===== src/rtl/gpio_ctrl_pkg.sv =====
package gpio_ctrl_pkg;

  localparam logic [7:0] OFS_DIR = 8'h00;
  localparam logic [7:0] OFS_OD  = 8'h04;
  localparam logic [7:0] OFS_DAT = 8'h08;
  localparam logic [7:0] OFS_EVT = 8'h0C;
  localparam logic [7:0] OFS_MSK = 8'h10;
  localparam logic [7:0] OFS_CTL = 8'h14;

  typedef enum logic [2:0] {
    SEL_DIR,
    SEL_OD,
    SEL_DAT,
    SEL_EVT,
    SEL_MSK,
    SEL_CTL,
    SEL_NONE
  } gpio_sel_e;

  // Map a byte offset onto a register select; anything unlisted selects nothing.
  function automatic gpio_sel_e decode_sel(input logic [7:0] ofs);
    case (ofs)
      OFS_DIR: return SEL_DIR;
      OFS_OD:  return SEL_OD;
      OFS_DAT: return SEL_DAT;
      OFS_EVT: return SEL_EVT;
      OFS_MSK: return SEL_MSK;
      OFS_CTL: return SEL_CTL;
      default: return SEL_NONE;
    endcase
  endfunction

  // Edge qualification for one pin: falls always count, rises only in any-edge mode.
  function automatic logic edge_hit(input logic cur, input logic prv, input logic fall_only);
    return (prv & ~cur) | (~fall_only & cur & ~prv);
  endfunction

  // Output enable: outputs drive unless open-drain is releasing a 1.
  function automatic logic pad_en(input logic dir, input logic od, input logic dat);
    return dir & ~(od & dat);
  endfunction

  // Pad value: open-drain pins only ever drive 0.
  function automatic logic pad_val(input logic od, input logic dat);
    return dat & ~od;
  endfunction

endpackage


===== src/rtl/gpio_sync.sv =====
module gpio_sync #(
  parameter int W      = 32,
  parameter int STAGES = 2
) (
  input  logic         clk,
  input  logic         rst_n,
  input  logic [W-1:0] d,
  output logic [W-1:0] q
);

  logic [W-1:0] stg [STAGES];

  always_ff @(posedge clk or negedge rst_n) begin
    if (!rst_n) stg[0] <= '0;
    else        stg[0] <= d;
  end

  for (genvar s = 1; s < STAGES; s++) begin : g_stage
    always_ff @(posedge clk or negedge rst_n) begin
      if (!rst_n) stg[s] <= '0;
      else        stg[s] <= stg[s-1];
    end
  end

  assign q = stg[STAGES-1];

endmodule


===== src/rtl/gpio_edge_bank.sv =====
module gpio_edge_bank
  import gpio_ctrl_pkg::*;
#(
  parameter int W = 32
) (
  input  logic         clk,
  input  logic         rst_n,
  input  logic [W-1:0] lvl,
  input  logic [W-1:0] fall_only,
  input  logic [W-1:0] clr,
  output logic [W-1:0] ev_q,
  output logic [W-1:0] hit
);

  for (genvar i = 0; i < W; i++) begin : g_pin
    logic prv;

    always_ff @(posedge clk or negedge rst_n) begin
      if (!rst_n) prv <= 1'b0;
      else        prv <= lvl[i];
    end

    assign hit[i] = edge_hit(lvl[i], prv, fall_only[i]);

    // A fresh edge outranks a clear arriving in the same cycle.
    always_ff @(posedge clk or negedge rst_n) begin
      if (!rst_n)      ev_q[i] <= 1'b0;
      else if (hit[i]) ev_q[i] <= 1'b1;
      else if (clr[i]) ev_q[i] <= 1'b0;
    end
  end

endmodule


===== src/rtl/gpio_regfile.sv =====
module gpio_regfile
  import gpio_ctrl_pkg::*;
#(
  parameter int W = 32
) (
  input  logic         clk,
  input  logic         rst_n,
  input  logic         wr,
  input  gpio_sel_e    sel,
  input  logic [W-1:0] wdata,
  output logic [W-1:0] dir_q,
  output logic [W-1:0] od_q,
  output logic [W-1:0] dat_q,
  output logic [W-1:0] msk_q,
  output logic [W-1:0] ctl_q
);

  always_ff @(posedge clk or negedge rst_n) begin
    if (!rst_n) begin
      dir_q <= '0;
      od_q  <= '0;
      dat_q <= '0;
      msk_q <= '0;
      ctl_q <= '0;
    end else if (wr) begin
      case (sel)
        SEL_DIR: dir_q <= wdata;
        SEL_OD:  od_q  <= wdata;
        SEL_DAT: dat_q <= wdata;
        SEL_MSK: msk_q <= wdata;
        SEL_CTL: ctl_q <= wdata;
        default: ;
      endcase
    end
  end

endmodule


===== src/rtl/gpio_pad_drive.sv =====
module gpio_pad_drive
  import gpio_ctrl_pkg::*;
#(
  parameter int W = 32
) (
  input  logic [W-1:0] dir_q,
  input  logic [W-1:0] od_q,
  input  logic [W-1:0] dat_q,
  output logic [W-1:0] oe_r,
  output logic [W-1:0] out_r
);

  for (genvar i = 0; i < W; i++) begin : g_pin
    assign oe_r[i]  = pad_en(dir_q[i], od_q[i], dat_q[i]);
    assign out_r[i] = pad_val(od_q[i], dat_q[i]);
  end

endmodule


===== src/rtl/gpio_ctrl.sv =====
module gpio_ctrl
  import gpio_ctrl_pkg::*;
#(
  parameter int NPINS  = 32,
  parameter int ADDR_W = 8,
  parameter int SYNC_N = 2
) (
  input  logic              clk,
  input  logic              rst_n,
  input  logic              bus_wr,
  input  logic [ADDR_W-1:0] bus_addr,
  input  logic [NPINS-1:0]  bus_wdata,
  output logic [NPINS-1:0]  bus_rdata,
  input  logic [NPINS-1:0]  pad_in,
  output logic [NPINS-1:0]  pad_out,
  output logic [NPINS-1:0]  pad_oe,
  output logic              irq
);

  localparam int MSB = NPINS - 1;

  // Everything inside uses register order: pin n lives at bit MSB-n.
  logic [NPINS-1:0] in_r, lvl_r, oe_r, out_r;
  logic [NPINS-1:0] dir_q, od_q, dat_q, msk_q, ctl_q, ev_q, hit_w, clr_w;
  logic             upper_ok;
  gpio_sel_e        sel_w;

  if (ADDR_W > 8) begin : g_wide_addr
    assign upper_ok = ~|bus_addr[ADDR_W-1:8];
  end else begin : g_narrow_addr
    assign upper_ok = 1'b1;
  end

  assign sel_w = upper_ok ? decode_sel(8'(bus_addr)) : SEL_NONE;

  for (genvar n = 0; n < NPINS; n++) begin : g_order
    assign in_r[MSB-n] = pad_in[n];
    assign pad_oe[n]   = oe_r[MSB-n];
    assign pad_out[n]  = out_r[MSB-n];
  end

  gpio_sync #(.W(NPINS), .STAGES(SYNC_N)) u_sync (
    .clk  (clk),
    .rst_n(rst_n),
    .d    (in_r),
    .q    (lvl_r)
  );

  gpio_regfile #(.W(NPINS)) u_regs (
    .clk  (clk),
    .rst_n(rst_n),
    .wr   (bus_wr),
    .sel  (sel_w),
    .wdata(bus_wdata),
    .dir_q(dir_q),
    .od_q (od_q),
    .dat_q(dat_q),
    .msk_q(msk_q),
    .ctl_q(ctl_q)
  );

  assign clr_w = (bus_wr && sel_w == SEL_EVT) ? bus_wdata : '0;

  gpio_edge_bank #(.W(NPINS)) u_edges (
    .clk      (clk),
    .rst_n    (rst_n),
    .lvl      (lvl_r),
    .fall_only(ctl_q),
    .clr      (clr_w),
    .ev_q     (ev_q),
    .hit      (hit_w)
  );

  gpio_pad_drive #(.W(NPINS)) u_drive (
    .dir_q(dir_q),
    .od_q (od_q),
    .dat_q(dat_q),
    .oe_r (oe_r),
    .out_r(out_r)
  );

  always_comb begin
    case (sel_w)
      SEL_DIR: bus_rdata = dir_q;
      SEL_OD:  bus_rdata = od_q;
      SEL_DAT: bus_rdata = (dir_q & dat_q) | (~dir_q & lvl_r);
      SEL_EVT: bus_rdata = ev_q;
      SEL_MSK: bus_rdata = msk_q;
      SEL_CTL: bus_rdata = ctl_q;
      default: bus_rdata = '0;
    endcase
  end

  assign irq = |(ev_q & msk_q);

endmodule


===== config.mk =====
export PLATFORM = sky130hd
export DESIGN_NAME = gpio_ctrl
export DESIGN_NICKNAME = d
export VERILOG_FILES = /design/src/rtl/gpio_ctrl_pkg.sv /design/src/rtl/gpio_sync.sv /design/src/rtl/gpio_edge_bank.sv /design/src/rtl/gpio_regfile.sv /design/src/rtl/gpio_pad_drive.sv /design/src/rtl/gpio_ctrl.sv
export SDC_FILE = /design/constraint.sdc
export NUM_CORES = 1
export LEC_CHECK = 0
export BUFFER_PORTS_ARGS = -buffer_cell sky130_fd_sc_hd__buf_2
export CORE_MARGIN = 5
export CORE_UTILIZATION = 53
export DETAILED_ROUTE_END_ITERATION = 16
export GPL_TIMING_DRIVEN = 0
export PLACE_DENSITY = 0.83
export SETUP_SLACK_MARGIN = 0.02
export SLEW_MARGIN = 20
export SYNTH_ARGS = -nofsm -noshare
export SYNTH_HDL_FRONTEND = slang
export SYNTH_HIERARCHICAL = 1
export SYNTH_SLANG_ARGS = --single-unit
export TNS_END_PERCENT = 50

===== constraint.sdc =====
create_clock -name clk -period 3.26 [get_ports clk]
set_input_delay 0.489 -clock clk [delete_from_list [all_inputs] [get_ports clk]]
set_output_delay 0.489 -clock clk [all_outputs]
set_load 0.02 [all_outputs]

Word level (Yosys, flattened, before mapping)
Cells that the tools add are included.
{"block": "word_totals", "mem_bits_rw": 0, "out_inout_bits": 97, "n_memories": 0, "latch_bits": 0, "rom_bits": 0, "word_cells": 578, "regBits": 288, "inputBits": 75}
{"block": "classes", "n_mux": 67, "div_mod_pow": 0, "eq_ne": 10, "n_lt_le_gt_ge": 0, "reduce_logical": 41, "addsub": 0, "n_mul": 0, "n_bitwise": 389, "n_shift": 0}
{"operator": "$and A1 B1 Y1", "count": 192}
{"operator": "$pmux W32 S6", "count": 1}
{"operator": "$not A1 Y1", "count": 160}
{"operator": "$and A32 B32 Y32", "count": 3}
{"operator": "$mux W1", "count": 64}
{"operator": "$reduce_bool A2 Y1", "count": 32}
{"operator": "$mux W32", "count": 1}
{"operator": "$not A32 Y32", "count": 1}
{"operator": "$or A1 B1 Y1", "count": 32}
{"operator": "$or A32 B32 Y32", "count": 1}
{"operator": "$reduce_or A32 Y1", "count": 1}
{"operator": "$pmux W3 S6", "count": 1}
{"operator": "$eq A8 B4 Y1 const B", "count": 2}
{"operator": "$eq A8 B5 Y1 const B", "count": 2}
{"operator": "$reduce_and A2 Y1", "count": 5}
{"operator": "$eq A8 B3 Y1 const B", "count": 1}
{"operator": "$logic_not A8 Y1", "count": 1}
{"operator": "$eq A3 B2 Y1 const B", "count": 2}
{"operator": "$eq A3 B3 Y1 const B", "count": 2}
{"operator": "$eq A3 B1 Y1 const B", "count": 1}
{"operator": "$logic_not A3 Y1", "count": 1}
{"operator": "$logic_and A1 B1 Y1", "count": 1}

Logic depth before layout (Yosys ltp)
{"block": "depth", "depth_word": 7, "mapped_depth": 13, "mapped_depth_nobuf": 10}

Cells and area by module
Netlist, hierarchy kept.
{"mod": "gpio_regfile", "seq_area_each_um2": 4003.8, "instances": 1, "cells_each": 343, "area_per_inst_um2": 6203.4}
{"mod": "gpio_edge_bank", "seq_area_each_um2": 1601.5, "instances": 1, "cells_each": 224, "area_per_inst_um2": 2563.7}
{"mod": "gpio_ctrl", "seq_area_each_um2": 0.0, "instances": 1, "cells_each": 375, "area_per_inst_um2": 2477.4}
{"mod": "gpio_sync", "seq_area_each_um2": 1601.5, "instances": 1, "cells_each": 96, "area_per_inst_um2": 1841.8}
{"mod": "gpio_pad_drive", "seq_area_each_um2": 0.0, "instances": 1, "cells_each": 64, "area_per_inst_um2": 520.5}

Worst setup path after synthesis
Ideal clock, no wire load.
{"block": "synth_timing", "path_type": "input -> register", "from": "in bus_addr[5]", "to": "reg u_regs.od_q[10]", "arrival_ps": 3493, "required_time_ps": 3133, "cell_stages": 13, "path_slack_ps": -360, "path_cell_list": "or4_1 -> buf_2 -> nor3_2 -> buf_2 -> nand2_1 -> ha_1 -> a21oi_1 -> o21ai_0 -> nor3_1 -> nor4bb_1 -> buf_4 -> buf_12 -> mux2_1"}
{"block": "synth_between", "elab_chain_cells": 4, "elab_cells_between_ends": 9, "classes_between": "eq/ne: 6; mux: 1; reduce/logical: 2"}
{"element": "from (decl)", "line_no": "gpio_ctrl.sv:11", "rtl": "input logic [ADDR_W-1:0] bus_addr,"}
{"element": "$eq A8 B5 Y1, or another cell as far along", "line_no": "gpio_ctrl_pkg.sv:22", "rtl": "case (ofs)"}
{"element": "$pmux W3 S6 *", "line_no": "gpio_ctrl_pkg.sv:22"}
{"element": "via sel_w[0]", "line_no": "gpio_ctrl.sv:26", "rtl": "gpio_sel_e sel_w;"}
{"element": "$eq A3 B1 Y1 *", "line_no": "gpio_regfile.sv:26", "rtl": "case (sel)"}
{"element": "$reduce_and A2 Y1 (no line) *"}
{"element": "to (signal assigned)", "line_no": "gpio_regfile.sv:28", "rtl": "SEL_OD: od_q <= wdata;"}
{"element": "to (decl)", "line_no": "gpio_regfile.sv:12", "rtl": "output logic [W-1:0] od_q,"}
Mark *: on every way through the listed nets, which the timed path passes. The rest lies on a longest branch.
A chain may end at the register's enable or synchronous reset.

Worst setup path after layout
{"block": "layout_timing", "from": "in bus_addr[0]", "to": "out bus_rdata[7]"}
{"block": "layout_between", "elab_chain_cells": 4, "elab_cells_between_ends": 14, "classes_between": "eq/ne: 10; mux: 2; reduce/logical: 2"}
{"element": "$eq A8 B5 Y1, or another cell as far along", "line_no": "gpio_ctrl_pkg.sv:22"}
{"element": "$pmux W3 S6 *", "line_no": "gpio_ctrl_pkg.sv:22"}
{"element": "$eq A3 B3 Y1, or another cell as far along", "line_no": "gpio_ctrl.sv:83", "rtl": "case (sel_w)"}
{"element": "$pmux W32 S6 *", "line_no": "gpio_ctrl.sv:83"}
{"element": "to (decl)", "line_no": "gpio_ctrl.sv:13", "rtl": "output logic [NPINS-1:0] bus_rdata,"}
Every way passes the cells marked *; elsewhere a longest branch is shown, timed or not.

==> results.json <==
{
  "status": "finished, violations left",
  "violations": "negative setup slack",
  "gp_congestion": 0.923,
  "die_w_um": 170,
  "relSlewSlack_pct": 27.1,
  "synthCells": 1070,
  "wl_um": 39400,
  "syn2layout_area_growth_pct": 24.1,
  "slowest_stage": "or4_4",
  "crit_chain": "buf_6, or4_4, nor3_4, buf_6, nand2_4, ha_4, inv_1, o31a_1, buf_12, clkbuf_16, o21ai_0, o22ai_1, buf_4",
  "hold_start": "pad_in[0]",
  "pin_count": 172,
  "maxCapViolCount": 0,
  "r2r_start": "u_sync/q[0]",
  "final_cell_area_um2": 16700,
  "place_area_um2": 15100,
  "dp_hpwl_um": 25700,
  "core_area_um2": 25100,
  "cp_max_fo": 7,
  "cp.buffers_inverters": 6,
  "drtPass1Iterations": 7,
  "final_common_cell": "dfrtp_1",
  "numCtsBuffers": 30,
  "maxSlewViolCount": 0,
  "drc": 0,
  "overflow": 0,
  "die_h_um": 170,
  "p_leak_nw": 7.64,
  "initial_core_util_pct": 53.7,
  "final_cell_mix": "288 x dfrtp_1, 143 x buf_2, 70 x mux2_2",
  "clock_latency_ns": 0.57,
  "tightestPinTransition_ns": 1.09,
  "p_per_area_nw_per_um2": 509,
  "fin_crit_ns": 3.59,
  "wl_per_cell_um": 24.0,
  "hold_violations": 0,
  "setup_tns_ns": -7.43,
  "start_kind": "input pin",
  "cts_tree": "built",
  "clockRootBuffer": "clkbuf_16",
  "clk_pin_slew_ns": 0.06,
  "slowest_delay_ns": 0.58,
  "hold_class": "in2reg",
  "syn_area_per_cell_um2": 12.6,
  "grt_start_max_net_pins": 94,
  "vias_per_cell": 6.06,
  "yosysWarnings": 6,
  "post-place-ws_ns": -1.02,
  "htree_levels": 1,
  "grt_pass1_wl_um": 59900,
  "dr.first_iter.drc_count": 1048,
  "antenna_found_initial": 3,
  "via_count": 9931,
  "nets": 1365,
  "finalSetupViolCount": 38,
  "fin_skew_ns": 0.00938,
  "ant_nets": 0,
  "netlist_area_um2": 13500,
  "setup_ws_ns": -0.325,
  "layout-drive-gt1-share_pct": 40.9,
  "syn-num-nets": 1146,
  "io_buffers": 167,
  "crit_type": "in2out",
  "crit_arrival_ns": 3.10,
  "required_ns": 2.77,
  "cp_top_family": "simple AND/OR/NAND/NOR gates",
  "startpoint": "bus_addr[0]",
  "dieArea_um2": 28700,
  "clkSinkCount": 288,
  "rsz0062_at_grt": "yes",
  "grt_pass1_vias": 10233,
  "grt_use_total_pct": 26.9,
  "clockBufferDepth": 3,
  "fillerInstances": 1785,
  "fin_crit_sh_pct": 110,
  "path_common_cell": "buf_6",
  "rows": 58,
  "ir_drop_mv": 0.429,
  "worstSetupEndpointType": "output pin",
  "fmax_mhz": 279
}
==> per-layer routing <==
metal | GRT usage, % | vias up | wire length [um]
met5 | 0 | - | 21
met4 | 10.9 | 4 | 1620
met3 | 5.89 | 142 | 3700
met2 | 42.7 | 539 | 18500
met1 | 36.4 | 4973 | 15600
li1 | - | 4273 | -
==> state kept, by name, indices dropped and copies added, names as in the netlist <==
name,flops
u_regs/ctl_q,32
u_regs/dir_q,32
u_edges/ev_q,32
u_regs/dat_q,32
u_regs/msk_q,32
u_edges/g_pin.prv,32
u_regs/od_q,32
u_sync/q,32
u_sync/stg,32
==> worst paths after layout <==
path	to	slack, ns	cells after the start
min in group asynchronous	u_sync/q[30]	0.45	2
worst min register to register	u_sync/q[0]	0.34	0
worst min-delay path	u_sync/stg[63]	0.03	1
worst max-delay path	bus_rdata[7]	-0.33	13
max in group asynchronous	u_regs/od_q[19]	2.00	3
worst max register to register	u_edges/ev_q[0]	2.24	3
==> worst reg2reg max path, stage by stage, from the launching register on <==
cell     delay [ns]
dfrtp_1        0.36
buf_4          0.13
or3b_1         0.37
nand3_1        0.09
==> per-stage QoR <==
step           hold WS, ns  power [mW]  util (%)  std cells
5_1_grt            0.00870        8.83      66.7       1639
2_1_floorplan        0.193        4.64         -       1070
6_report            0.0277        8.52      66.7       1639
4_1_cts             0.0149        8.54      65.9       1635
3_3_place_gp         0.332        5.05      59.8       1567
3_5_place_dp         0.335        5.11      60.2       1570
==> where the power goes <==
group	total (mW)	internal (mW)	switching, mW	leakage [nW]
Sequential	4.05	3.83	0.216	3.56
Combinational	1.04	0.456	0.584	3.59
Clock	3.43	2.01	1.42	0.487
==> cell type report <==
cell class	instances	area, um^2	area share (%)
diodes	1	2.50	0.0149
plain buffers	88	773	4.62
clock buffers	42	876	5.23
clock inverters	9	109	0.650
inverters	1	3.75	0.0224
multi-input cells	692	6090	36.4
flip-flops and latches	288	7210	43.1
well taps	330	413	2.47
repair buffers	188	1270	7.57
==> repair_timing <==
item	in CTS	in global routing
buffers inserted	12	4
pin swaps	17	22
hold buffers	1	0
resized for setup	88	47
gates cloned	2	0
endpoints found under the setup margin	122	92
endpoints found under the hold margin	56	0
No activity file was read; power rests on OpenSTA's default activity.
